### src/rtl/i2c_rf_pkg.sv
package i2c_rf_pkg;
  typedef enum logic [2:0] {
    ST_IDLE,
    ST_ADDR,
    ST_PTR,
    ST_WDATA,
    ST_RDATA,
    ST_IGNORE
  } rf_state_e;
endpackage

### src/rtl/i2c_rf_sync.sv
module i2c_rf_sync #(
  parameter int WIDTH  = 2,
  parameter int STAGES = 2
) (
  input  logic             clk,
  input  logic             rst_n,
  input  logic [WIDTH-1:0] d_i,
  output logic [WIDTH-1:0] q_o
);
  for (genvar g = 0; g < WIDTH; g++) begin : g_line
    logic [STAGES-1:0] chain_q;
    always_ff @(posedge clk or negedge rst_n) begin
      if (!rst_n) chain_q <= '1;
      else        chain_q <= {chain_q[STAGES-2:0], d_i[g]};
    end
    assign q_o[g] = chain_q[STAGES-1];
  end
endmodule

### src/rtl/i2c_rf_cond.sv
module i2c_rf_cond (
  input  logic clk,
  input  logic rst_n,
  input  logic scl_s,
  input  logic sda_s,
  output logic start_o,
  output logic stop_o,
  output logic rise_o,
  output logic fall_o
);
  logic scl_d, sda_d;

  always_ff @(posedge clk or negedge rst_n) begin
    if (!rst_n) begin
      scl_d <= 1'b1;
      sda_d <= 1'b1;
    end else begin
      scl_d <= scl_s;
      sda_d <= sda_s;
    end
  end

  assign start_o = scl_s & scl_d & sda_d & ~sda_s;
  assign stop_o  = scl_s & scl_d & ~sda_d & sda_s;
  assign rise_o  = scl_s & ~scl_d;
  assign fall_o  = ~scl_s & scl_d;
endmodule

### src/rtl/i2c_rf_regs.sv
module i2c_rf_regs #(
  parameter int NREG = 16,
  parameter int DW   = 8
) (
  input  logic               clk,
  input  logic               rst_n,
  input  logic               we_i,
  input  logic [7:0]         waddr_i,
  input  logic [DW-1:0]      wdata_i,
  input  logic [7:0]         raddr_i,
  output logic [DW-1:0]      rdata_o,
  output logic [NREG*DW-1:0] regs_o
);
  for (genvar g = 0; g < NREG; g++) begin : g_reg
    logic [DW-1:0] r_q;
    logic          hit;
    assign hit = we_i && (waddr_i == 8'(g));
    always_ff @(posedge clk or negedge rst_n) begin
      if (!rst_n)   r_q <= '0;
      else if (hit) r_q <= wdata_i;
    end
    assign regs_o[g*DW +: DW] = r_q;
  end

  always_comb begin
    rdata_o = '0;
    for (int i = 0; i < NREG; i++)
      if (raddr_i == 8'(i)) rdata_o = regs_o[i*DW +: DW];
  end
endmodule

### src/rtl/i2c_rf_fsm.sv
module i2c_rf_fsm
  import i2c_rf_pkg::*;
#(
  parameter int         NREG    = 16,
  parameter logic [4:0] DEV_HI  = 5'b11000
) (
  input  logic       clk,
  input  logic       rst_n,
  input  logic       sda_s,
  input  logic       start_i,
  input  logic       stop_i,
  input  logic       rise_i,
  input  logic       fall_i,
  input  logic [1:0] addr_sel_i,
  input  logic [7:0] rdata_i,
  output logic       we_o,
  output logic [7:0] ptr_o,
  output logic [7:0] wdata_o,
  output logic       sda_oe_o,
  output rf_state_e  state_o
);
  localparam logic [7:0] LAST = 8'(NREG - 1);

  rf_state_e  st_q, st_d;
  logic [3:0] bit_q, bit_d;
  logic [7:0] rx_q, rx_d, tx_q, tx_d, ptr_q, ptr_d, ptr_inc;
  logic       oe_q, oe_d, mack_q, mack_d, active;

  assign ptr_inc = (ptr_q == LAST) ? 8'd0 : ptr_q + 8'd1;
  assign active  = (st_q != ST_IDLE) && (st_q != ST_IGNORE);

  always_comb begin
    st_d = st_q; bit_d = bit_q; rx_d = rx_q; tx_d = tx_q;
    ptr_d = ptr_q; oe_d = oe_q; mack_d = mack_q; we_o = 1'b0;
    if (start_i) begin
      st_d = ST_ADDR; bit_d = '0; oe_d = 1'b0;
    end else if (stop_i) begin
      st_d = ST_IDLE; bit_d = '0; oe_d = 1'b0;
    end else if (rise_i && active) begin
      if (bit_q < 4'd8) begin
        rx_d  = {rx_q[6:0], sda_s};
        tx_d  = {tx_q[6:0], 1'b0};
        bit_d = bit_q + 4'd1;
      end else if (bit_q == 4'd8) begin
        bit_d = 4'd9;
        if (st_q == ST_RDATA) mack_d = ~sda_s;
      end
    end else if (fall_i && active) begin
      if (bit_q == 4'd8) begin
        unique case (st_q)
          ST_ADDR: begin
            if (rx_q[7:1] == {DEV_HI, addr_sel_i}) begin
              oe_d = 1'b1;
              st_d = rx_q[0] ? ST_RDATA : ST_PTR;
            end else begin
              st_d = ST_IGNORE;
            end
          end
          ST_PTR:   begin ptr_d = rx_q; oe_d = 1'b1; st_d = ST_WDATA; end
          ST_WDATA: begin we_o = 1'b1; ptr_d = ptr_inc; oe_d = 1'b1; end
          default:  oe_d = 1'b0;
        endcase
      end else if (bit_q == 4'd9) begin
        bit_d = '0;
        oe_d  = 1'b0;
        if (st_q == ST_RDATA) begin
          if (mack_q) begin
            tx_d  = rdata_i;
            oe_d  = ~rdata_i[7];
            ptr_d = ptr_inc;
          end else begin
            st_d = ST_IGNORE;
          end
        end
      end else if (bit_q != 4'd0 && st_q == ST_RDATA) begin
        oe_d = ~tx_q[7];
      end
    end
  end

  always_ff @(posedge clk or negedge rst_n) begin
    if (!rst_n) begin
      st_q <= ST_IDLE; bit_q <= '0; rx_q <= '0; tx_q <= '0;
      ptr_q <= '0; oe_q <= 1'b0; mack_q <= 1'b0;
    end else begin
      st_q <= st_d; bit_q <= bit_d; rx_q <= rx_d; tx_q <= tx_d;
      ptr_q <= ptr_d; oe_q <= oe_d; mack_q <= mack_d;
    end
  end

  assign ptr_o    = ptr_q;
  assign wdata_o  = rx_q;
  assign sda_oe_o = oe_q;
  assign state_o  = st_q;
endmodule

### src/rtl/i2c_regfile_slave.sv
module i2c_regfile_slave
  import i2c_rf_pkg::*;
#(
  parameter int         NREG        = 16,
  parameter int         SYNC_STAGES = 2,
  parameter logic [4:0] DEV_HI      = 5'b11000
) (
  input  logic            clk,
  input  logic            rst_n,
  input  logic            scl_i,
  input  logic            sda_i,
  input  logic [1:0]      addr_sel_i,
  output logic            sda_oe_o,
  output logic [NREG*8-1:0] regs_o
);
  logic [1:0] rst_sync_q;
  logic       rst_int;
  logic       scl_s, sda_s, start_w, stop_w, rise_w, fall_w, we_w;
  logic [7:0] ptr_w, wdata_w, rdata_w;
  rf_state_e  state_w;

  always_ff @(posedge clk or negedge rst_n) begin
    if (!rst_n) rst_sync_q <= 2'b00;
    else        rst_sync_q <= {rst_sync_q[0], 1'b1};
  end
  assign rst_int = rst_sync_q[1];

  i2c_rf_sync #(.WIDTH(2), .STAGES(SYNC_STAGES)) i_sync (
    .clk(clk), .rst_n(rst_int), .d_i({scl_i, sda_i}), .q_o({scl_s, sda_s})
  );

  i2c_rf_cond i_cond (
    .clk(clk), .rst_n(rst_int), .scl_s(scl_s), .sda_s(sda_s),
    .start_o(start_w), .stop_o(stop_w), .rise_o(rise_w), .fall_o(fall_w)
  );

  i2c_rf_fsm #(.NREG(NREG), .DEV_HI(DEV_HI)) i_fsm (
    .clk(clk), .rst_n(rst_int), .sda_s(sda_s), .start_i(start_w),
    .stop_i(stop_w), .rise_i(rise_w), .fall_i(fall_w),
    .addr_sel_i(addr_sel_i), .rdata_i(rdata_w), .we_o(we_w),
    .ptr_o(ptr_w), .wdata_o(wdata_w), .sda_oe_o(sda_oe_o), .state_o(state_w)
  );

  i2c_rf_regs #(.NREG(NREG), .DW(8)) i_regs (
    .clk(clk), .rst_n(rst_int), .we_i(we_w), .waddr_i(ptr_w),
    .wdata_i(wdata_w), .raddr_i(ptr_w), .rdata_o(rdata_w), .regs_o(regs_o)
  );
endmodule

### config.mk
export PLATFORM = sky130hd
export DESIGN_NAME = i2c_regfile_slave
export DESIGN_NICKNAME = d
export VERILOG_FILES = /design/src/rtl/i2c_rf_pkg.sv /design/src/rtl/i2c_rf_sync.sv /design/src/rtl/i2c_rf_cond.sv /design/src/rtl/i2c_rf_regs.sv /design/src/rtl/i2c_rf_fsm.sv /design/src/rtl/i2c_regfile_slave.sv
export SDC_FILE = /design/constraint.sdc
export NUM_CORES = 1
export LEC_CHECK = 0
export BUFFER_PORTS_ARGS = -buffer_cell sky130_fd_sc_hd__buf_4
export CORE_MARGIN = 3
export CORE_UTILIZATION = 47
export DETAILED_ROUTE_END_ITERATION = 6
export GPL_ROUTABILITY_DRIVEN = 1
export PLACE_DENSITY = 0.68
export SLEW_MARGIN = 20
export SYNTH_ARGS = -nofsm -noshare
export SYNTH_HDL_FRONTEND = slang
export SYNTH_SLANG_ARGS = --single-unit
### constraint.sdc
create_clock -name clk -period 5.8 [get_ports clk]
set_input_delay 0.58 -clock clk [delete_from_list [all_inputs] [get_ports clk]]
set_output_delay 0.58 -clock clk [all_outputs]
set_load 0.01 [all_outputs]
==> impl_metrics.json <==
{
  "place_hpwl_um": 19600,
  "synthMuxAreaShare_pct": 18.0,
  "timing.slew.headroom_pct": 25.2,
  "die_width_um": 143,
  "grt_pass1_wl_um": 43700,
  "cts_tree": "built",
  "wl_per_cell_um": 24.7,
  "io_buffers": 134,
  "gp_congestion": 0.995,
  "synth-adder-area-share_pct": 0.995,
  "critPathLaunchType": "flop",
  "cp_slowest_cell": "nor2_2",
  "slew_violations": 0,
  "clkSinkCount": 169,
  "maxCapViolCount": 0,
  "final_cell_count_no_fill": 1169,
  "cts_setup_buffers": 0,
  "area_growth_pct": 19.2,
  "setup_viol": 0,
  "drtPass1Iterations": 5,
  "synth_area_um2": 8800,
  "diodes": 0,
  "cp_cell_sequence": "ha_1 > clkinv_1 > nor2_2 > a21oi_1 > o211a_1 > o311a_1 > o31ai_2",
  "syn_inst": 827,
  "synthesis.nets": 840,
  "hp-class": "in2reg",
  "fillers": 1549,
  "powerDensity_nw_per_um2": 252,
  "start_util_pct": 48.3,
  "synth_edf_count": 0,
  "cts_buffers": 17,
  "via_per_inst": 6.37,
  "cp-end-kind": "flop",
  "first_global_vias": 7113,
  "ir_drop_mv": 0.202,
  "ys_ff_latch": 169,
  "period_share_pct": 61.5,
  "placed_cells_incl_taps": 1136,
  "crit_type": "reg2reg",
  "gr-total-overflow": 0,
  "grt_setup_unrepaired": "no",
  "leakagePower_nw": 4.97,
  "ctsHtreeMaxLevel": 4,
  "cts.path.max_buffers": 2,
  "synth_simple_gate_area_share_pct": 13.1,
  "synthDistinctLibCells": 78,
  "cp.buffers_inverters": 1,
  "core_area_um2": 18200,
  "status": "complete, no violations",
  "grt_use_total_pct": 28.5,
  "hold_path_depth": 1,
  "dpl_cell_area_um2": 9890,
  "setup_tns_ps": 0,
  "fmax_mhz": 281,
  "dieArea_um2": 20400,
  "synthArstFlopShare_pct": 100,
  "std_cell_rows": 49,
  "hold_viol": 0,
  "tightest_slew_ps": 1120,
  "yosysWarnings": 0,
  "worstPathArrival_ps": 3920,
  "ios": 135,
  "clock_skew_ps": 11.7,
  "drc_errors": 0,
  "fin_crit_ps": 3560,
  "synth_top_family_by_area": "multiplexers",
  "drt-initial-drc-count": 841,
  "synth_common_cells": "dfrtp_1 (163), mux2_2 (136), nand2_1 (58)",
  "synth.most_common_cell": "dfrtp_1",
  "final_area_um2": 10500,
  "antenna_left": 0,
  "antenna_found_initial": 0,
  "synth_compound_area_share_pct": 15.6,
  "grt_start_max_net_pins": 168,
  "cp_data_required_time_ps": 6160,
  "finish.utilization_pct": 57.6,
  "clk_latency_ps": 440,
  "crit_path_max_fanout": 24,
  "synth_top_area_share_pct": 46.3,
  "num-nets-final": 940,
  "clockRootBuffer": "clkbuf_16",
  "synthXorXnorAreaFrac_pct": 0.597,
  "cp_slowest_stage_delay_ps": 850,
  "yosys-top-cells-area": "dfrtp_1 (46%), mux2_2 (17%), a21oi_1 (3.1%)",
  "finalPower_w": 0.00264,
  "yosysSeqAreaShare_pct": 48.1,
  "crit_family": "compound AO/OA/AOI/OAI gates",
  "synth_area_leader_cell": "dfrtp_1",
  "drt-total-wl_um": 28800,
  "cp.depth": 7,
  "worst_r2r_path_depth": 7,
  "synthFlopType": "dfrtp_1",
  "die_h_um": 143,
  "avgSynthCellArea_um2": 10.6,
  "clk_pin_slew_ps": 70,
  "cts_resized": 0,
  "drive_above_1_share_pct": 36.0,
  "vias": 7450
}
## metal layers
| layer | up-vias | track usage (%) | wire (µm) |
|---|---|---|---|
| met1 | 3744 | 40.4 | 12300 |
| met2 | 393 | 42.8 | 13100 |
| met3 | 72 | 6.63 | 2510 |
| met4 | 0 | 11.2 | 936 |
| met5 | - | 0 | 0 |
| li1 | 3241 | - | - |
## metrics by stage
step	hold WS (ps)	worst slack, ps
after floorplan	284	753
after global placement	341	2430
after detailed placement	338	2370
after CTS	240	2340
after global routing	241	1970
final	250	2240
## cell families after synthesis
family	count (synthesis)
AOI/OAI and AO/OA	209
and+or+nand+nor	221
other	1
DFF	169
buffers and inverters	73
muxes	141
adders and majority gates	7
xor gates and xnor gates	6
## sequential cells by signal, summed over array words and instances (netlist names)
signal,count
i_cond.scl_d,1
i_sync.g_line.chain_q,4
i_fsm.tx_q,8
rst_sync_q,2
i_fsm.wdata_o,8
i_regs.g.r_q,128
i_cond.sda_d,1
i_fsm.bit_q,4
i_fsm.ptr_o,8
i_fsm.state_o,3
i_fsm.sda_oe_o,1
i_fsm.mack_q,1
## cell type report
type                       instances  area, µm²  area share (%)
clock buffer                      18        429            4.09
multi-input combinational        585       4250            40.5
tap                              229        287            2.73
sequential                       169       4240            40.4
inverter                          13       48.8           0.465
clock inverter                    14        161            1.54
timing repair buffer             141       1070            10.2
## cells in the final DEF (no fill, tap or decap), drive strengths merged, types with 6 or more instances in the layout
cell type    n
a211oi       7
a21oi       55
a22oi       13
a31oi        8
and3         8
buf        140
clkbuf      18
dfrtp      163
dfstp        6
ha           7
inv         18
mux2       136
nand2       58
nand2b      12
nand3       28
nor2        55
nor2b       14
nor3        15
o21ai       55
o221ai       6
o22ai        7
## report_power, final
part / switching, W / total, W / internal, W
Sequential: 0.000163 / 0.00137 / 0.00121
Combinational: 0.0000558 / 0.000108 / 0.0000520
Clock: 0.000518 / 0.00116 / 0.000645
Total: 0.000737 / 0.00264 / 0.00190
## final timing paths
| check | startpoint | endpoint | slack (ps) |
|---|---|---|---|
| setup / recovery | i_fsm.ptr_o[1] | i_fsm.tx_q[0] | 2240 |
| hold / removal | sda_i | i_sync.g_line[0].chain_q[0] | 250 |
| setup reg to reg | i_fsm.ptr_o[1] | i_fsm.tx_q[0] | 2240 |
| hold reg to reg | rst_sync_q[0] | rst_sync_q[1] | 360 |
| max in group asynchronous | rst_sync_q[1] | i_fsm.bit_q[1] | 4660 |
| min in group asynchronous | rst_n | rst_sync_q[1] | 450 |
## repair_timing
action | in CTS | in global routing
setup endpoints to repair | 0 | 0
endpoints found under the hold margin | 2 | 0
hold buffers | 1 | 0
No activity file was read; power rests on OpenSTA's default activity.
